<file path="config.mk">
export PLATFORM = sky130hd
export DESIGN_NAME = jitter_elastic_buf
export DESIGN_NICKNAME = d
export VERILOG_FILES = /design/src/rtl/jeb_pkg.sv /design/src/rtl/jeb_store.sv /design/src/rtl/jeb_phase.sv /design/src/rtl/jeb_divider.sv /design/src/rtl/jitter_elastic_buf.sv
export SDC_FILE = /design/constraint.sdc
export NUM_CORES = 1
export LEC_CHECK = 0
export ABC_AREA = 0
export ABC_CLOCK_PERIOD_IN_PS = 5000
export BUFFER_PORTS_ARGS = -buffer_cell sky130_fd_sc_hd__buf_2
export CAP_MARGIN = 25
export CORE_ASPECT_RATIO = 1.5
export CORE_UTILIZATION = 60
export CTS_BUF_LIST = sky130_fd_sc_hd__clkbuf_8
export DETAILED_ROUTE_END_ITERATION = 7
export PLACE_DENSITY = 0.77
export SYNTH_ARGS = -nofsm -noshare
export SYNTH_HDL_FRONTEND = slang
export SYNTH_SLANG_ARGS = --single-unit
</file>
<file path="constraint.sdc">
create_clock -name clk -period 5 [get_ports clk]
set_clock_uncertainty 0.2 [all_clocks]
set_input_delay 0 -clock clk [delete_from_list [all_inputs] [get_ports clk]]
set_output_delay 0 -clock clk [all_outputs]
set_load 0.01 [all_outputs]
</file>
<file path="src/rtl/jeb_pkg.sv">
package jeb_pkg;

   typedef enum logic [1:0] {
      PULL_HOLD = 2'b00,
      PULL_UP   = 2'b01,
      PULL_DOWN = 2'b10
   } pull_e;

   typedef struct packed {
      logic pos;
      logic neg;
   } sym_t;

endpackage

</file>
<file path="src/rtl/jeb_store.sv">
module jeb_store
   import jeb_pkg::*;
#(
   parameter int DEPTH = 32,
   localparam int AW = $clog2(DEPTH),
   localparam int OW = AW + 1
) (
   input  logic          clk,
   input  logic          rst_n,
   input  logic          clr,
   input  logic          wr_en,
   input  sym_t          wr_sym,
   input  logic          rd_en,
   output sym_t          rd_sym,
   output logic [OW-1:0] occ
);

   localparam logic [OW-1:0] HALF = OW'(DEPTH / 2);

   logic [OW-1:0] wr_ptr;
   logic [OW-1:0] rd_ptr;
   sym_t          mem [DEPTH];

   always_ff @(posedge clk or negedge rst_n) begin
      if (!rst_n) begin
         wr_ptr <= HALF;
         rd_ptr <= '0;
      end else if (clr) begin
         wr_ptr <= HALF;
         rd_ptr <= '0;
      end else begin
         if (wr_en) wr_ptr <= wr_ptr + 1'b1;
         if (rd_en) rd_ptr <= rd_ptr + 1'b1;
      end
   end

   for (genvar i = 0; i < DEPTH; i++) begin : g_cell
      always_ff @(posedge clk or negedge rst_n) begin
         if (!rst_n) begin
            mem[i] <= '0;
         end else if (clr) begin
            mem[i] <= '0;
         end else if (wr_en && (wr_ptr[AW-1:0] == AW'(i))) begin
            mem[i] <= wr_sym;
         end
      end
   end

   assign rd_sym = mem[rd_ptr[AW-1:0]];
   assign occ    = wr_ptr - rd_ptr;


   occ_half_on_clear_chk: assert property (@(posedge clk) disable iff (!rst_n)
      clr |=> (occ == HALF));


   occ_grows_on_write_chk: assert property (@(posedge clk) disable iff (!rst_n)
      (wr_en && !rd_en && !clr) |=> (occ == OW'($past(occ) + 1'b1)));

endmodule

</file>
<file path="src/rtl/jeb_phase.sv">
module jeb_phase
   import jeb_pkg::*;
#(
   parameter int DEPTH = 32,
   parameter int GUARD = 2,
   parameter int BAND  = 2,
   localparam int OW = $clog2(DEPTH) + 1
) (
   input  logic          clk,
   input  logic          rst_n,
   input  logic          clr,
   input  logic [OW-1:0] occ,
   output pull_e         pull_q,
   output logic          shorten,
   output logic          lengthen
);

   localparam logic [OW-1:0] HI_TH   = OW'(DEPTH / 2 + BAND);
   localparam logic [OW-1:0] LO_TH   = OW'(DEPTH / 2 - BAND);
   localparam logic [OW-1:0] FULL_TH = OW'(DEPTH - GUARD);
   localparam logic [OW-1:0] EMPT_TH = OW'(GUARD);

   pull_e pull_d;

   always_comb begin
      if (occ > HI_TH)      pull_d = PULL_UP;
      else if (occ < LO_TH) pull_d = PULL_DOWN;
      else                  pull_d = PULL_HOLD;
   end

   always_ff @(posedge clk or negedge rst_n) begin
      if (!rst_n)   pull_q <= PULL_HOLD;
      else if (clr) pull_q <= PULL_HOLD;
      else          pull_q <= pull_d;
   end

   assign shorten  = (occ >= FULL_TH);
   assign lengthen = (occ <= EMPT_TH);


   pull_up_when_high_chk: assert property (@(posedge clk) disable iff (!rst_n)
      ((occ > HI_TH) && !clr) |=> (pull_q == PULL_UP));

endmodule

</file>
<file path="src/rtl/jeb_divider.sv">
module jeb_divider #(
   parameter int DIV = 4,
   localparam int NOM = 2 * DIV,
   localparam int CW  = $clog2(NOM + 2)
) (
   input  logic clk,
   input  logic rst_n,
   input  logic clr,
   input  logic shorten,
   input  logic lengthen,
   output logic tick
);

   localparam logic [CW-1:0] NOM_M1   = CW'(NOM - 1);
   localparam logic [CW-1:0] SHORT_M1 = CW'(NOM - 2);
   localparam logic [CW-1:0] LONG_M1  = CW'(NOM);

   logic [CW-1:0] cnt_q;
   logic [CW-1:0] len_q;
   logic [CW-1:0] len_d;

   assign tick = !clr && (cnt_q == len_q);

   always_comb begin
      if (shorten)       len_d = SHORT_M1;
      else if (lengthen) len_d = LONG_M1;
      else               len_d = NOM_M1;
   end

   always_ff @(posedge clk or negedge rst_n) begin
      if (!rst_n) begin
         cnt_q <= '0;
         len_q <= NOM_M1;
      end else if (clr) begin
         cnt_q <= '0;
         len_q <= NOM_M1;
      end else if (tick) begin
         cnt_q <= '0;
         len_q <= len_d;
      end else begin
         cnt_q <= cnt_q + 1'b1;
      end
   end


   length_fixed_in_period_chk: assert property (@(posedge clk) disable iff (!rst_n)
      (!tick && !clr) |=> $stable(len_q));


   no_back_to_back_tick_chk: assert property (@(posedge clk) disable iff (!rst_n)
      tick |=> !tick);

endmodule

</file>
<file path="src/rtl/jitter_elastic_buf.sv">
module jitter_elastic_buf
   import jeb_pkg::*;
#(
   parameter int DEPTH = 32,
   parameter int DIV   = 4,
   parameter int GUARD = 2,
   parameter int BAND  = 2
) (
   input  logic       clk,
   input  logic       rst_n,
   input  logic       wr_stb,
   input  logic       line_pos,
   input  logic       line_neg,
   input  logic       bypass,
   input  logic       ext_stb,
   output logic       rd_stb,
   output logic       rx_pos,
   output logic       rx_neg,
   output logic [1:0] pull
);

   localparam int OW = $clog2(DEPTH) + 1;

   if ((DEPTH < 8) || ((DEPTH & (DEPTH - 1)) != 0)) begin : g_bad_depth
      $error("DEPTH must be a power of two of at least 8");
   end
   if (DIV < 2) begin : g_bad_div
      $error("DIV must be at least 2");
   end
   if ((GUARD < 1) || (2 * GUARD + 2 >= DEPTH / 2)) begin : g_bad_guard
      $error("GUARD must be small against DEPTH/2");
   end
   if ((BAND < 0) || (BAND >= DEPTH / 2 - GUARD)) begin : g_bad_band
      $error("BAND must sit inside the guard limits");
   end

   sym_t          wr_sym;
   sym_t          rd_sym;
   logic [OW-1:0] occ;
   logic          tick;
   logic          shorten;
   logic          lengthen;
   pull_e         pull_q;

   assign wr_sym = '{pos: line_pos, neg: line_neg};

   jeb_store #(.DEPTH(DEPTH)) u_store (
      .clk    (clk),
      .rst_n  (rst_n),
      .clr    (bypass),
      .wr_en  (wr_stb && !bypass),
      .wr_sym (wr_sym),
      .rd_en  (tick),
      .rd_sym (rd_sym),
      .occ    (occ)
   );

   jeb_phase #(.DEPTH(DEPTH), .GUARD(GUARD), .BAND(BAND)) u_phase (
      .clk      (clk),
      .rst_n    (rst_n),
      .clr      (bypass),
      .occ      (occ),
      .pull_q   (pull_q),
      .shorten  (shorten),
      .lengthen (lengthen)
   );

   jeb_divider #(.DIV(DIV)) u_div (
      .clk      (clk),
      .rst_n    (rst_n),
      .clr      (bypass),
      .shorten  (shorten),
      .lengthen (lengthen),
      .tick     (tick)
   );

   always_ff @(posedge clk or negedge rst_n) begin
      if (!rst_n) begin
         rd_stb <= 1'b0;
         rx_pos <= 1'b0;
         rx_neg <= 1'b0;
      end else if (bypass) begin
         rd_stb <= ext_stb;
         if (ext_stb) begin
            rx_pos <= line_pos;
            rx_neg <= line_neg;
         end
      end else begin
         rd_stb <= tick;
         if (tick) begin
            rx_pos <= rd_sym.pos;
            rx_neg <= rd_sym.neg;
         end
      end
   end

   assign pull = pull_q;


   bypass_strobe_follow_chk: assert property (@(posedge clk) disable iff (!rst_n)
      bypass |=> (rd_stb == $past(ext_stb)));


   bypass_pull_hold_chk: assert property (@(posedge clk) disable iff (!rst_n)
      bypass |=> (pull == 2'b00));

endmodule

</file>
## Yosys cells after proc, flatten, opt, wreduce, memory -nomap -nowiden

Index checks and enable logic that the tools add are counted.

| storage, ports and cells | value |
|---|---|
| flip-flop bits (word level) | 89 |
| input bits | 7 |
| output and inout bits | 5 |
| logic and storage cells | 273 |

| cells by class | value |
|---|---|
| add/subtract/negate cells | 4 |
| magnitude comparators | 5 |
| equal/unequal tests | 33 |
| muxes and demuxes | 87 |
| bitwise gates (word level) | 1 |
| reduce and logical (&&, ||, !) cells | 71 |

Operators by type and width:

| operator | count |
|---|---|
| $mux W2 | 69 |
| $eq A5 B5 Y1 const B | 16 |
| $reduce_bool A2 Y1 | 34 |
| $eq A5 B4 Y1 const B | 8 |
| $logic_and A1 B1 Y1 | 34 |
| $mux W4 | 6 |
| $mux W6 | 4 |
| $eq A5 B3 Y1 const B | 4 |
| $add A6 B1 Y6 const B | 2 |
| $bmux W2 S5 | 1 |
| $eq A5 B2 Y1 const B | 2 |
| $mux W1 | 7 |
| $ge A6 B5 Y1 const B | 1 |
| $ge A6 B6 Y1 const B | 1 |
| $gt A6 B5 Y1 const B | 1 |
| $le A6 B2 Y1 const B | 1 |
| $lt A6 B4 Y1 const B | 1 |
| $not A5 Y6 | 1 |
| $sub A6 B6 Y6 | 1 |
| $eq A5 B1 Y1 const B | 1 |
| $logic_not A5 Y1 | 1 |
| $add A4 B1 Y4 const B | 1 |
| $eq A4 B4 Y1 | 1 |
| $ne A2 B1 Y1 const B | 1 |
| 2 further kinds | 2 |

## Depth between registers and ports, before layout

Gate-level depths: netlist of the first run.

| logic depth | value |
|---|---|
| depth in word-level cells | 6 |
| mapped depth | 8 |
| depth with buffers taken out | 8 |

## Hierarchy

From an unflattened synthesis of the first run, not the netlist that was laid out.

| second synthesis, totals | value |
|---|---|
| cell total of the unflattened synthesis | 499 |
| area, all modules | 4823.4 sq um |

By module, submodules not included:

| module | instances | cells an instance | area each (sq um) | seq. area each (sq um) |
|---|---|---|---|---|
| jeb_store | 1 | 445 | 4172.8 | 1903.1 |
| jeb_divider | 1 | 33 | 379.1 | 177.7 |
| jitter_elastic_buf | 1 | 11 | 153.9 | 75.1 |
| jeb_phase | 1 | 10 | 117.6 | 50.0 |

## Worst setup path after synthesis of the first run

No wires, ideal clock.

| timing | value |
|---|---|
| path type | reg-to-reg |
| start point | register u_store.wr_ptr[0] |
| end point | register u_div.len_q[0] |
| library setup time | 0.084 ns |
| arrival time | 2.159 ns |
| required time | 4.716 ns |
| path slack | 2.557 ns |
| cell stages (with the launch flop) | 9 |
| buffers on the path | 0 |
| period minus slack after synthesis | 2.443 ns |
| cell sequence | dfrtp_1 -> inv_1 -> ha_1 -> fa_1 -> xor2_1 -> o21a_1 -> or4b_4 -> a22oi_2 -> o31ai_1 |

| on the way | value |
|---|---|
| cells in the longest elaborated chain, start to end | 6 |

Ends and longest elaborated chain:

| what | line | text |
|---|---|---|
| start, declared | jeb_store.sv:20 | `logic [OW-1:0] wr_ptr;` |
| start signal, assigned | jeb_store.sv:32 | `if (wr_en) wr_ptr <= wr_ptr + 1'b1;` |
| $sub A6 B6 Y6 (*) | jeb_store.sv:50 | `assign occ = wr_ptr - rd_ptr;` |
| $le A6 B2 Y1 | jeb_phase.sv:38 | `assign lengthen = (occ <= EMPT_TH);` |
| $mux W4 | jeb_divider.sv:26 | `else if (lengthen) len_d = LONG_M1;` |
| $mux W4 (*) | jeb_divider.sv:25 | `if (shorten) len_d = SHORT_M1;` |
| $mux W4 (*) | jeb_divider.sv:37 | `end else if (tick) begin` |
| $mux W4 (*) | jeb_divider.sv:34 | `end else if (clr) begin` |
| end signal, assigned | jeb_divider.sv:39 | `len_q <= len_d;` |
| end, declared | jeb_divider.sv:19 | `logic [CW-1:0] len_q;` |

Every way passes the cells marked *; elsewhere a longest branch is shown, timed or not. The select of a mux whose other input is x is not followed.
A chain may end at the register's enable or synchronous reset.

## Worst setup path after layout of the first run

| timing | value |
|---|---|
| start point | register u_store.rd_ptr[1] |
| end point | register u_div.len_q[0] |

| on the way | value |
|---|---|
| cells in the longest elaborated chain, start to end | 6 |

Ends and longest elaborated chain:

| what | line | text |
|---|---|---|
| start, declared | jeb_store.sv:21 | `logic [OW-1:0] rd_ptr;` |
| start signal, assigned | jeb_store.sv:33 | `if (rd_en) rd_ptr <= rd_ptr + 1'b1;` |
| $sub A6 B6 Y6 (*) | jeb_store.sv:50 |  |
| $le A6 B2 Y1 | jeb_phase.sv:38 |  |
| $mux W4 | jeb_divider.sv:26 |  |
| $mux W4 (*) | jeb_divider.sv:25 |  |
| $mux W4 (*) | jeb_divider.sv:37 |  |
| $mux W4 (*) | jeb_divider.sv:34 |  |

Marked as above.

==> results.md, run 1 <==
- Outcome: finished, final reports clean
- Max frequency: roughly 350 MHz
- Share of Yosys cell area claimed by the top area cell type: 0.436
- First drt pass iteration count: 5
- Yosys warns: 0
- Post-synth net total: roughly 540
- Simple-gate portion of the synthesized area: 0.204
- Final Critical Period: about 2900 ps
- Count of hold-fix buffers inserted at cts: 8
- Ranking of synthesized cells by instance count: dfrtp_1, nand2_1, nor2_1, a21oi_1, nand3_1
- Async set or reset register ratio after synthesis: 1.00
- Initial antenna violation count: 0
- Hold Path Stages: 4
- Area enclosed by the die boundary: ~8500 sq um
- Largest family of logic cells by synthesized area: simple AND/OR/NAND/NOR gates
- Dominant cell by count in the synthesized netlist: dfrtp_1
- Share of power burned in the clock network: 0.383
- Count of endpoints failing hold in the final timing report: 0
- Inserted Clock Buffers: 9
- Area of placed instances: ~4900 sq um
- Count of distinct cell types in the synthesized netlist: 53
- Area of the multi-input gates: 2460 sq um
- Largest net degree at the start of global routing: 96
- Tot Pwr: 1.35 mW
- CP Data Arrival Time: between 2000 and 3000 ps
- Fraction of power consumed by sequential logic: 0.541
- Worst Reg-to-Reg Cells: 7
- Routed via count: roughly 3,800
- Clock Sink Count: between 80 and 90
- Standard cell with the maximum stage delay on the critical path: dfrtp_1
- Adder-cell share of the synthesized area: 0.0375
- Post-route DRC: 0
- Synthesis-to-layout area growth: 7.37%
- H-tree depth: 3
- Total global routing overflow: 0
- Post-synth design cell area: 4870 sq um
- Final RePlAce weighted congestion: about 0.83
- Count of buffer and inverter cells on the critical path: 1
- Register bit count reported by yosys: slightly below 90
- Average instance area after synthesis: ~9.3 sq um
- All-Layer GR Usage: 0.290
- Worst min-delay path category: input pin to flop
- Switching power: roughly 0.34 mW
- Setup CP Type: flop to flop
- Static Leakage: 2.16 nW
- Count of flip-flops with a built-in enable after synthesis: 0
- Most used flip-flop cell after synthesis: dfrtp_1
- Sequential cell area: roughly 2200 sq um
- Chip Height: ~110 um
- Startpoint type of the worst setup path: flop
- Post-detailed-route count of antenna-violating nets: 0
- Number of fill cells: between 600 and 700
- Worst relative slew slack: 0.357
- Vias in the first global route: roughly 3,700
- CTS tree: yes
- Port Buffer Count: 11
- Fraction of the mapped netlist area in compound gates: 0.125
- Worst path top cell family by delay: flip-flops
- Worst-Skew Late Latency: 370 ps
- DP Cell Count: 600
- Number of max-slew violations in the final report: 0
- Mux cell area share after synthesis: 0.114
- Final setup vio count: 0
- Transition time at the pin with the least slew margin: 965 ps
- Crit. path cell count: 7
- Instance count of the mapped netlist: 522
- Postcts setup bufs: 0
- Slowest stage delay, CP: roughly 860 ps
- Rows: 39
- Detailed-route wire length per cell: between 15 and 20 um
- Worst vdd rail ir drop: approximately 0.16 mV
- Number of gates resized after cts: 0
- Starting utilization of the core area: 0.628
- Post-layout instance area: between 5000 and 6000 sq um
- Ranking of synthesized cells by area: dfrtp_1, mux2i_1, nand2_1
- Ordered list of cells on the worst path: inv_2 -> ha_1 -> nor2b_1 -> o21a_1 -> or4bb_1 -> a211oi_1 -> o31ai_1
- Number of nets in the final layout: between 500 and 600
- First-pass GRT wire length: between 15,000 and 20,000 um
- Core Box Area: 7760 sq um
- Detailed placement HPWL: about 7300 um
- # diodes: 0
- Final-layout setup total negative slack: 0 ps
- Net switching fraction of the power: 0.251
- Final core occ: 0.675
- Kind of end point of the critical path: flop
- Number of DRC markers after the initial detailed-route iteration: around 250
- Share of cells above drive strength 1: 0.105
- Max-capacitance violation count: 0
- Portion of total power attributed to combinational logic: 0.077
- Cell-internal power: between 1 and 1.5 mW
- Worst Hold Margin: 228 ps
- Final WL: 11,100 um
- Unrepaired setup endpoints after global routing: no
- Vias per inst: between 6 and 7
- Share of synthesized area occupied by flip-flops and latches: 0.453
- Fin crit share: 0.574
- Root Driver: clkbuf_8
- Largest fanout on the critical path: 18
- Number of primary I/O pins: 12
- Buffer levels on the longest clock path: 2
- Number of cells in the finished layout apart from fillers: between 600 and 700
- PnR worst setup slack: about 2100 ps
- Chip Width: about 76 um
- Cell type contributing the most total cell area after synthesis: dfrtp_1
- Xor-xnor portion of the synthesized cell area: 0.0252
- Power per Cell Area: about 260 nW/um^2
- Setup slack after placement: ~2200 ps
- Clock slew at the register clock pins of the worst setup and hold paths: 80 ps
- Critical Path RT: between 5000 and 6000 ps
routing by layer:
metal	wire length [um]	part of all wire	vias up	track usage
met5	0	0	-	0
met4	392	0.035	0	0.160
met3	570	0.052	23	0.0575
met2	5670	0.51	109	0.457
met1	4420	0.40	1826	0.366
li1	-	-	1813	-
worst register-to-register path: stages, from the launching register on:
cell and delay, ps:
dfrtp_1 860, inv_2 210, ha_1 340, nor2b_1 140
o21a_1 200, or4bb_1 500, a211oi_1 260, o31ai_1 100
state kept, by name, summed over array words and instances (netlist names):
signal / count
u_store.rd_ptr: 6
u_div.len_q: 3
rx_pos: 1
rx_neg: 1
rd_stb: 1
u_store.mem: 64
u_div.cnt_q: 4
u_store.wr_ptr: 6
u_phase.pull_q: 2
area by class of cell:
type / count / share of cell area
clock buffer: 11 / 0.0289
clock inverter: 5 / 0.0105
inverter: 9 / 0.00645
multi-input combinational: 387 / 0.471
sequential: 88 / 0.421
tap: 102 / 0.0244
timing repair buffer: 23 / 0.0373
power by group through the flow:
| stage | Clock, mW | Sequential, mW | Combinational, mW |
|---|---|---|---|
| final | 0.516 | 0.728 | 0.104 |
| after floorplan | 0 | 0.742 | 0.0601 |
| after detailed placement | 0 | 0.743 | 0.0971 |
| after global routing | 0.551 | 0.730 | 0.116 |
| after global placement | 0 | 0.742 | 0.0919 |
| after CTS | 0.522 | 0.728 | 0.103 |
cell families after synthesis:
kind of cell	count (synthesis)
simple gates	213
mux	43
compound gates	103
xor+xnor	14
flops	88
fa+ha+maj	14
buf+inv	47
placed cells by master (no fill, tap or decap), types with 3 or more instances in the layout:
cell type	netlist	layout
nor3_2	3	3
nor3_1	5	5
mux2i_1	33	33
nand2_1	76	76
nor2_1	56	56
inv_1	7	7
nand2b_1	4	4
nand4_1	8	8
o21ai_0	25	25
nand3_1	35	35
ha_1	13	13
a21oi_1	54	54
xnor2_1	7	7
dfrtp_1	85	85
and3_1	4	4
buf_2	7	10
mux4_2	10	10
buf_4	3	3
o21a_1	4	4
xor2_1	7	7
clkbuf_8	0	11
dfstp_2	3	3
dlygate4sd3_1	0	8
nor2b_1	9	9
final timing paths:
kind	startpoint	to	slack, ps
max in group asynchronous	rst_n	u_store.mem[59]	3210
hold reg to reg	rx_pos	rx_pos	300
setup reg to reg	u_store.rd_ptr[1]	u_div.len_q[0]	2130
min in group asynchronous	rst_n	u_store.wr_ptr[4]	480
setup / recovery	u_store.rd_ptr[1]	u_div.len_q[0]	2130
hold / removal	ext_stb	rd_stb	230
Power figures use the tool's default switching activity.
==> run 2, diff against run 1 <==
--- a/config.mk
+++ b/config.mk
@@ -5,8 +5,8 @@
 export SDC_FILE = /design/constraint.sdc
 export NUM_CORES = 1
 export LEC_CHECK = 0
-export ABC_AREA = 0
-export ABC_CLOCK_PERIOD_IN_PS = 5000
+export ABC_AREA = 1
+export ABC_CLOCK_PERIOD_IN_PS = 2700
 export BUFFER_PORTS_ARGS = -buffer_cell sky130_fd_sc_hd__buf_2
 export CAP_MARGIN = 25
 export CORE_ASPECT_RATIO = 1.5
==> constraint.sdc (replaced) <==
create_clock -name clk -period 2.7 [get_ports clk]
set_clock_uncertainty 0.2 [all_clocks]
set_input_delay 0 -clock clk [delete_from_list [all_inputs] [get_ports clk]]
set_output_delay 0 -clock clk [all_outputs]
set_load 0.01 [all_outputs]
==> run 2 against run 1 <==
- area after synthesis grew 1.1%
- total power up 100%
- sequential share of layout area down 0.84 points
- critical path depth rose by 7
- wire length rose by 8.4%
- synthesized cell count is 28% higher
- combinational power rose to 3.4 times the previous value
- largest cell class unchanged
==> results.md, run 2 <==
- Simple-gate portion of the synthesized area: 0.294 (+0.0902)
- Buffer levels on the longest clock path: 2 (unchanged)
- Async set or reset register ratio after synthesis: 1.00 (unchanged)
- Inserted Clock Buffers: 9 (unchanged)
- Clock slew at the register clock pins of the worst setup and hold paths: 90 ps (about the same)
- Vias per inst: 5.45 (-9.7%)
- Transition time at the pin with the least slew margin: 639 ps (-326 ps)
- Largest Register: u_store.mem
- Count of distinct cell types in the synthesized netlist: 34 (-36%)
- H-tree depth: 3 (unchanged)
- Flop-to-flop setup slack: 360 ps (-1770 ps)
- Flip-flop count of the largest register after layout: 64 (unchanged)
- Instance count of the mapped netlist: 670 (+28%)
- Number of gates resized after cts: 0 (unchanged)
- Cell-internal power: 1.94 mW (+92%)
- Register bit count reported by yosys: 88 (unchanged)
- Fin crit share: 0.866 (+0.292)
- Ranking of synthesized cells by instance count: nand2_1, inv_1, dfrtp_1, o21ai_0, nand3_1
- # diodes: 0 (unchanged)
- Count of endpoints failing hold in the final timing report: 0 (unchanged)
- Startpoint type of the worst setup path: flop
- Chip Width: 76 um (+0.54%)
- Kind of end point of the critical path: flop
- Number of max-slew violations in the final report: 0 (unchanged)
- Total global routing overflow: 0 (unchanged)
- Static Leakage: 2.67 nW (+24%)
- Worst vdd rail ir drop: 0.482 mV (+200%)
- Detailed-route wire length per cell: 15.1 um (-15%)
- Outcome: finished, final reports clean
- Worst Reg-to-Reg Cells: 14 (+7)
- Number of nets in the final layout: 707 (+31%)
- Final WL: 12,000 um (+8.4%)
- Number of cells in the finished layout apart from fillers: 796 (+27%)
- First drt pass iteration count: 5 (unchanged)
- Initial antenna violation count: 0 (unchanged)
- Worst relative slew slack: 0.573 (+0.216)
- Adder-cell share of the synthesized area: 0.0371 (-0.000409)
- Switching power: 0.770 mW (+130%)
- Root Driver: clkbuf_8
- Power per Cell Area: 507 nW/um^2 (+97%)
- Fraction of power consumed by sequential logic: 0.529 (-0.012)
- CP Data Arrival Time: 2460 ps (-520 ps)
- Number of primary I/O pins: 12 (unchanged)
- First-pass GRT wire length: 20,800 um (+15%)
- Final-layout setup total negative slack: 0 ps (unchanged)
- Routed via count: 4,339 (+15%)
- Dominant cell by count in the synthesized netlist: nand2_1
- Post-synth net total: 691 (+27%)
- Post-detailed-route count of antenna-violating nets: 0 (unchanged)
- Xor-xnor portion of the synthesized cell area: 0.0142 (-0.0109)
- Max-capacitance violation count: 0 (unchanged)
- Core Box Area: 8010 sq um (+3.2%)
- Cell type contributing the most total cell area after synthesis: dfrtp_1
- DP Cell Count: 773 (+29%)
- Postcts setup bufs: 0 (unchanged)
- Critical Path RT: 2820 ps (-2290 ps)
- Vias in the first global route: 4,511 (+22%)
- Number of DRC markers after the initial detailed-route iteration: 341 (+35%)
- Setup CP Type: flop to flop
- Count of flip-flops with a built-in enable after synthesis: 0 (unchanged)
- Most used flip-flop cell after synthesis: dfrtp_1
- Fraction of the mapped netlist area in compound gates: 0.107 (-0.0181)
- Worst-Skew Late Latency: 370 ps (about the same)
- Clock Sink Count: 88 (unchanged)
- Final setup vio count: 0 (unchanged)
- Tot Pwr: 2.71 mW (+100%)
- Largest net degree at the start of global routing: 58 (-40%)
- Unrepaired setup endpoints after global routing: no
- Detailed placement HPWL: 8320 um (+14%)
- Portion of total power attributed to combinational logic: 0.129 (+0.052)
- Share of power burned in the clock network: 0.342 (-0.041)
- Synthesis-to-layout area growth: 8.35%
- Post-synth design cell area: 4930 sq um (+1.1%)
- Most frequent standard cell in the layout excluding fill and tap cells: nand2_1
- Mux cell area share after synthesis: 0 (-0.114)
- Starting utilization of the core area: 0.615 (-0.0128)
- Port Buffer Count: 11 (unchanged)
- CTS tree: yes
- Final Critical Period: 2340 ps (-533 ps)
- Max frequency: 428 MHz (+23%)
- Largest registers in the final layout: u_store.mem: 64 flops, u_store.rd_ptr: 6 flops, u_store.wr_ptr: 6 flops
- Share of cells above drive strength 1: 0.107 (+0.00193)
- Rows: 40 (+2.6%)
- Largest family of logic cells by synthesized area: simple AND/OR/NAND/NOR gates
- Most used cells in the layout excluding fill and tap cells: nand2_1, inv_1, dfrtp_1
- Final RePlAce weighted congestion: 0.895 (+8.2%)
- Share of synthesized area occupied by flip-flops and latches: 0.448 (-0.00494)
- Area enclosed by the die boundary: 8590 sq um (+1.1%)
- Chip Height: 113 um (+0.54%)
- Worst min-delay path category: input pin to asynchronous set/reset pin
- Average instance area after synthesis: 7.36 sq um (-21%)
- Post-route DRC: 0 (unchanged)
- Yosys warns: 0 (unchanged)
- Net switching fraction of the power: 0.284 (+0.0333)
- Largest fanout on the critical path: 12 (-6)
- Ranking of synthesized cells by area: dfrtp_1, nand2_1, o21ai_0
- Share of Yosys cell area claimed by the top area cell type: 0.432 (-0.00476)
- All-Layer GR Usage: 0.313 (+0.0238)
## run 2: changes by cell type after synthesis, sizes merged, moves of 6 or more
cell    before  now
buf         15   22
clkbuf      23    1
a21oi       54   18
nand3       35   51
nand4        8    2
nor2        56   38
nand2       76  243
nor2b        9    0
mux4        10    0
inv          9   92
o21ai       26   78
mux2i       33    0
## run 2: power groups by stage
stage               Combinational (mW)  Sequential, mW  Clock, mW
finish                           0.350            1.43      0.927
floorplan                        0.220            1.45          0
CTS                              0.350            1.43      0.940
global route                     0.402            1.44      0.986
global placement                 0.320            1.45          0
detailed placement               0.336            1.46          0
## run 2: routing by layer
metal  vias to the layer above  track usage  share of wire
met5                         -            0              0
met4                         0        0.195          0.051
met3                        44       0.0637          0.048
met2                       139        0.521           0.49
met1                      2039        0.374           0.41
li1                       2117            -              -
## run 2: path summary, 6_finish.rpt
kind	start	endpoint
worst min register to register	u_store.mem[6]	u_store.mem[6]
min in group clk	ext_stb	rd_stb
worst max register to register	u_store.rd_ptr[2]	u_div.len_q[3]
max in group asynchronous	rst_n	rx_neg
worst max-delay path	u_store.rd_ptr[2]	u_div.len_q[3]
worst min-delay path	rst_n	u_div.len_q[0]
## run 2: metrics by stage
stage          area (sq um)  hold slack (ps)   util  setup slack, ps
3_5_place_dp           5060             -238  0.633              427
5_1_grt                5340             11.9  0.667             65.7
6_report               5340             11.3  0.667              361
2_1_floorplan          4930             -496      -              675
3_3_place_gp           5040             46.2  0.629              550
4_1_cts                5340             7.96  0.667              403
## run 2: critical path, stage by stage (launching register included)
cell and delay [ps]:
dfrtp_1 570, inv_2 160, ha_1 410, nand2_1 70, nand2_1 80, inv_1 50, nand2_1 60, nand2_1 70
nand2_1 70, inv_1 60, nor2_2 110, nand3_1 110, nor2_1 140, nand2_1 70, nand2_1 60
## run 2: area by class of cell
cell class	count	area (sq um)
inverters	92	345
clock buffers	9	124
well taps	105	131
repair buffers	28	233
fillers	685	2670
clock inverters	7	71.3
multi-input cells	467	2230
flip-flops and latches	88	2210
## run 2: cell families after synthesis
family / Yosys count
buffers and inverters: 115
and+or+nand+nor: 344
DFF: 88
AOI/OAI and AO/OA: 101
adders and majority gates: 14
xor gates and xnor gates: 8
## run 2: what timing repair did
item,CTS,global route
endpoints found under the hold margin,108,0
setup endpoints to repair,0,0
hold buffers,7,0
==> run 3, diff against run 2 <==
--- a/config.mk
+++ b/config.mk
@@ -6,8 +6,7 @@
 export NUM_CORES = 1
 export LEC_CHECK = 0
 export ABC_AREA = 1
-export ABC_CLOCK_PERIOD_IN_PS = 2700
-export BUFFER_PORTS_ARGS = -buffer_cell sky130_fd_sc_hd__buf_2
+export BUFFER_PORTS_ARGS = -buffer_cell sky130_fd_sc_hd__buf_4
 export CAP_MARGIN = 25
 export CORE_ASPECT_RATIO = 1.5
 export CORE_UTILIZATION = 60
==> run 3 against run 2 <==
- register-to-register slack better by 30 ps
- clock power shrank 3.5%
- sequential power hardly changed
- maximum frequency rose by 1.1%
- flip-flop and latch count unchanged
- clock-buffer cell count grew 4
- die area stayed put
- cell area increased by 0.30%
- sequential share of layout area down 0.13 points
- global-route usage down 1.9 points
- cell count fell by 0.25%
- wire length shrank 2.1%
- critical path type unchanged
==> results.md, run 3 (synthesized netlist as in run 2, its figures left out) <==
- Post-detailed-route count of antenna-violating nets: 0 (unchanged)
- Worst Hold Margin: 228 ps (+216 ps)
- Root Driver: clkbuf_8
- Starting utilization of the core area: 0.615 (unchanged)
- Buffer levels on the longest clock path: 2 (unchanged)
- Area of placed instances: 5070 sq um (+0.20%)
- Port Buffer Count: 11 (unchanged)
- Worst relative slew slack: 0.649 (+0.0760)
- DP Cell Count: 771 (-0.26%)
- Transition time at the pin with the least slew margin: 526 ps (-113 ps)
- Flop-to-flop setup slack: 390 ps (+30 ps)
- First-pass GRT wire length: 19,600 um (-5.7%)
- Hold Path Stages: 4
- Worst-Skew Late Latency: 360 ps (about the same)
- Final WL: 11,700 um (-2.1%)
- Number of DRC markers after the initial detailed-route iteration: 487 (+43%)
- Final RePlAce weighted congestion: 0.912 (+1.9%)
- Slowest stage delay, CP: 570 ps (about the same)
- Inserted Clock Buffers: 9 (unchanged)
- Worst R2R Start: u_store.rd_ptr[2]
- Clock Sink Count: 88 (unchanged)
- Max-capacitance violation count: 0 (unchanged)
- Worst min-delay path category: input pin to flop
- Final core occ: 0.669 (+0.00203)
- Ordered list of cells on the worst path: inv_2 -> ha_1 -> nand2_1 -> nand2_1 -> inv_1 -> nand2_1 -> nand2_1 -> nand2_1 -> inv_1 -> nor2_2 -> nand3_1 -> nor2_1 -> nand2_1 -> nand2_1
- Startpoint type of the worst setup path: flop
- # diodes: 0 (unchanged)
- Max frequency: 432 MHz (+1.1%)
- CTS tree: yes
- Count of buffer and inverter cells on the critical path: 3 (unchanged)
- Most frequent standard cell in the layout excluding fill and tap cells: nand2_1
- Unrepaired setup endpoints after global routing: no
- Largest fanout on the critical path: 12 (unchanged)
- Standard cell with the maximum stage delay on the critical path: dfrtp_1
- Vias per inst: 5.50 (+0.92%)
- Fin crit share: 0.857 (-0.00952)
- Power per Cell Area: 500 nW/um^2 (-1.3%)
- Postcts setup bufs: 0 (unchanged)
- Routed via count: 4,368 (+0.67%)
- Total global routing overflow: 0 (unchanged)
- Kind of end point of the critical path: flop
- First drt pass iteration count: 5 (unchanged)
- Detailed-route wire length per cell: 14.8 um (-1.9%)
- Largest Register: u_store.mem
- Largest net degree at the start of global routing: 52 (-10%)
- Most used cells in the layout excluding fill and tap cells: nand2_1, inv_1, dfrtp_1
- Number of cells in the finished layout apart from fillers: 794 (-0.25%)
- CP Data Arrival Time: 2420 ps (-40 ps)
- Final setup vio count: 0 (unchanged)
- Number of max-slew violations in the final report: 0 (unchanged)
- Critical Path RT: 2810 ps (about the same)
- Count of hold-fix buffers inserted at cts: 8 (+1)
- Number of primary I/O pins: 12 (unchanged)
- Post-layout instance area: 5360 sq um (+0.30%)
- Number of gates resized after cts: 0 (unchanged)
- Number of nets in the final layout: 706 (-0.14%)
- Synthesis-to-layout area growth: 8.68%
- WHS Endpoint: rd_stb
- Count of endpoints failing hold in the final timing report: 0 (unchanged)
- Setup CP Type: flop to flop
- Chip Width: 76 um (unchanged)
- Most common cell on crit path: nand2_1
- Clock slew at the register clock pins of the worst setup and hold paths: 80 ps (about the same)
- Core Box Area: 8010 sq um (unchanged)
- Detailed placement HPWL: 8180 um (-1.7%)
- Vias in the first global route: 4,238 (-6.1%)
- Worst vdd rail ir drop: 0.398 mV (-17%)
- Number of fill cells: 679 (-0.88%)
- Share of cells above drive strength 1: 0.103 (-0.00404)
- Initial antenna violation count: 0 (unchanged)
- Final-layout setup total negative slack: 0 ps (unchanged)
- Flip-flop count of the largest register after layout: 64 (unchanged)
- Reg-to-reg critical path endpoint: u_div.len_q[3]
- Chip Height: 113 um (unchanged)
- Worst Min Path Start: ext_stb
- Worst path top cell family by delay: simple AND/OR/NAND/NOR gates
- Outcome: finished, final reports clean
- All-Layer GR Usage: 0.295 (-0.0188)
- Rows: 40 (unchanged)
- Largest registers in the final layout: u_store.mem: 64 flops, u_store.rd_ptr: 6 flops, u_store.wr_ptr: 6 flops
- Static Leakage: 2.68 nW (+0.20%)
- Worst Reg-to-Reg Cells: 14 (unchanged)
- Area enclosed by the die boundary: 8590 sq um (unchanged)
- Final Critical Period: 2310 ps (-25.7 ps)
- Post-route DRC: 0 (unchanged)
- H-tree depth: 3 (unchanged)
-- run 3: power by group --
| group | switching, mW | leakage [nW] | total (mW) | internal, mW |
|---|---|---|---|---|
| clock network | 0.466 | 0.0975 | 0.895 | 0.429 |
| registers | 0.0349 | 1.15 | 1.43 | 1.40 |
| logic | 0.235 | 1.43 | 0.352 | 0.117 |
-- run 3: layout make-up --
type	count	area, sq um	share of cell area
clock inverters	2	12.5	0.00234
repair buffers	27	253	0.0472
inverters	92	345	0.0645
flip-flops and latches	88	2210	0.412
clock buffers	13	179	0.0334
well taps	105	131	0.0245
multi-input cells	467	2230	0.416
-- run 3: how the worst max path moves through the flow --
| stage | slack (ps) | depth (start not counted) | startpoint | end |
|---|---|---|---|---|
| global placement | 560 | 9 | u_store.rd_ptr[2] | u_div.len_q[3] |
| finish | 390 | 14 | u_store.rd_ptr[2] | u_div.len_q[3] |
| global route | 210 | 10 | u_store.wr_ptr[0] | u_div.len_q[3] |
| detailed placement | 440 | 14 | u_store.rd_ptr[2] | u_div.len_q[3] |
| CTS | 430 | 14 | u_store.rd_ptr[2] | u_div.len_q[3] |
| floorplan | 680 | 13 | u_store.rd_ptr[1] | u_div.len_q[3] |
-- run 3: worst min-delay path: cells and delay by family --
kind                   cells  cell delay [ps]
AOI/OAI and AO/OA          1               80
buffers and inverters      3              690
-- run 3: through the flow --
stage	power (mW)	setup WS [ps]
finish	2.68	387
global route	2.80	206
CTS	2.69	431
detailed placement	1.80	445
global placement	1.78	561
floorplan	1.67	675
-- run 3: metal layers --
| metal | share of wire | global-route usage | wire, um | vias to the layer above |
|---|---|---|---|---|
| li1 | - | - | - | 2122 |
| met1 | 0.42 | 0.364 | 4970 | 2078 |
| met2 | 0.49 | 0.493 | 5800 | 136 |
| met3 | 0.045 | 0.0581 | 524 | 32 |
| met4 | 0.037 | 0.149 | 431 | 0 |
| met5 | 0 | 0 | 0 | - |
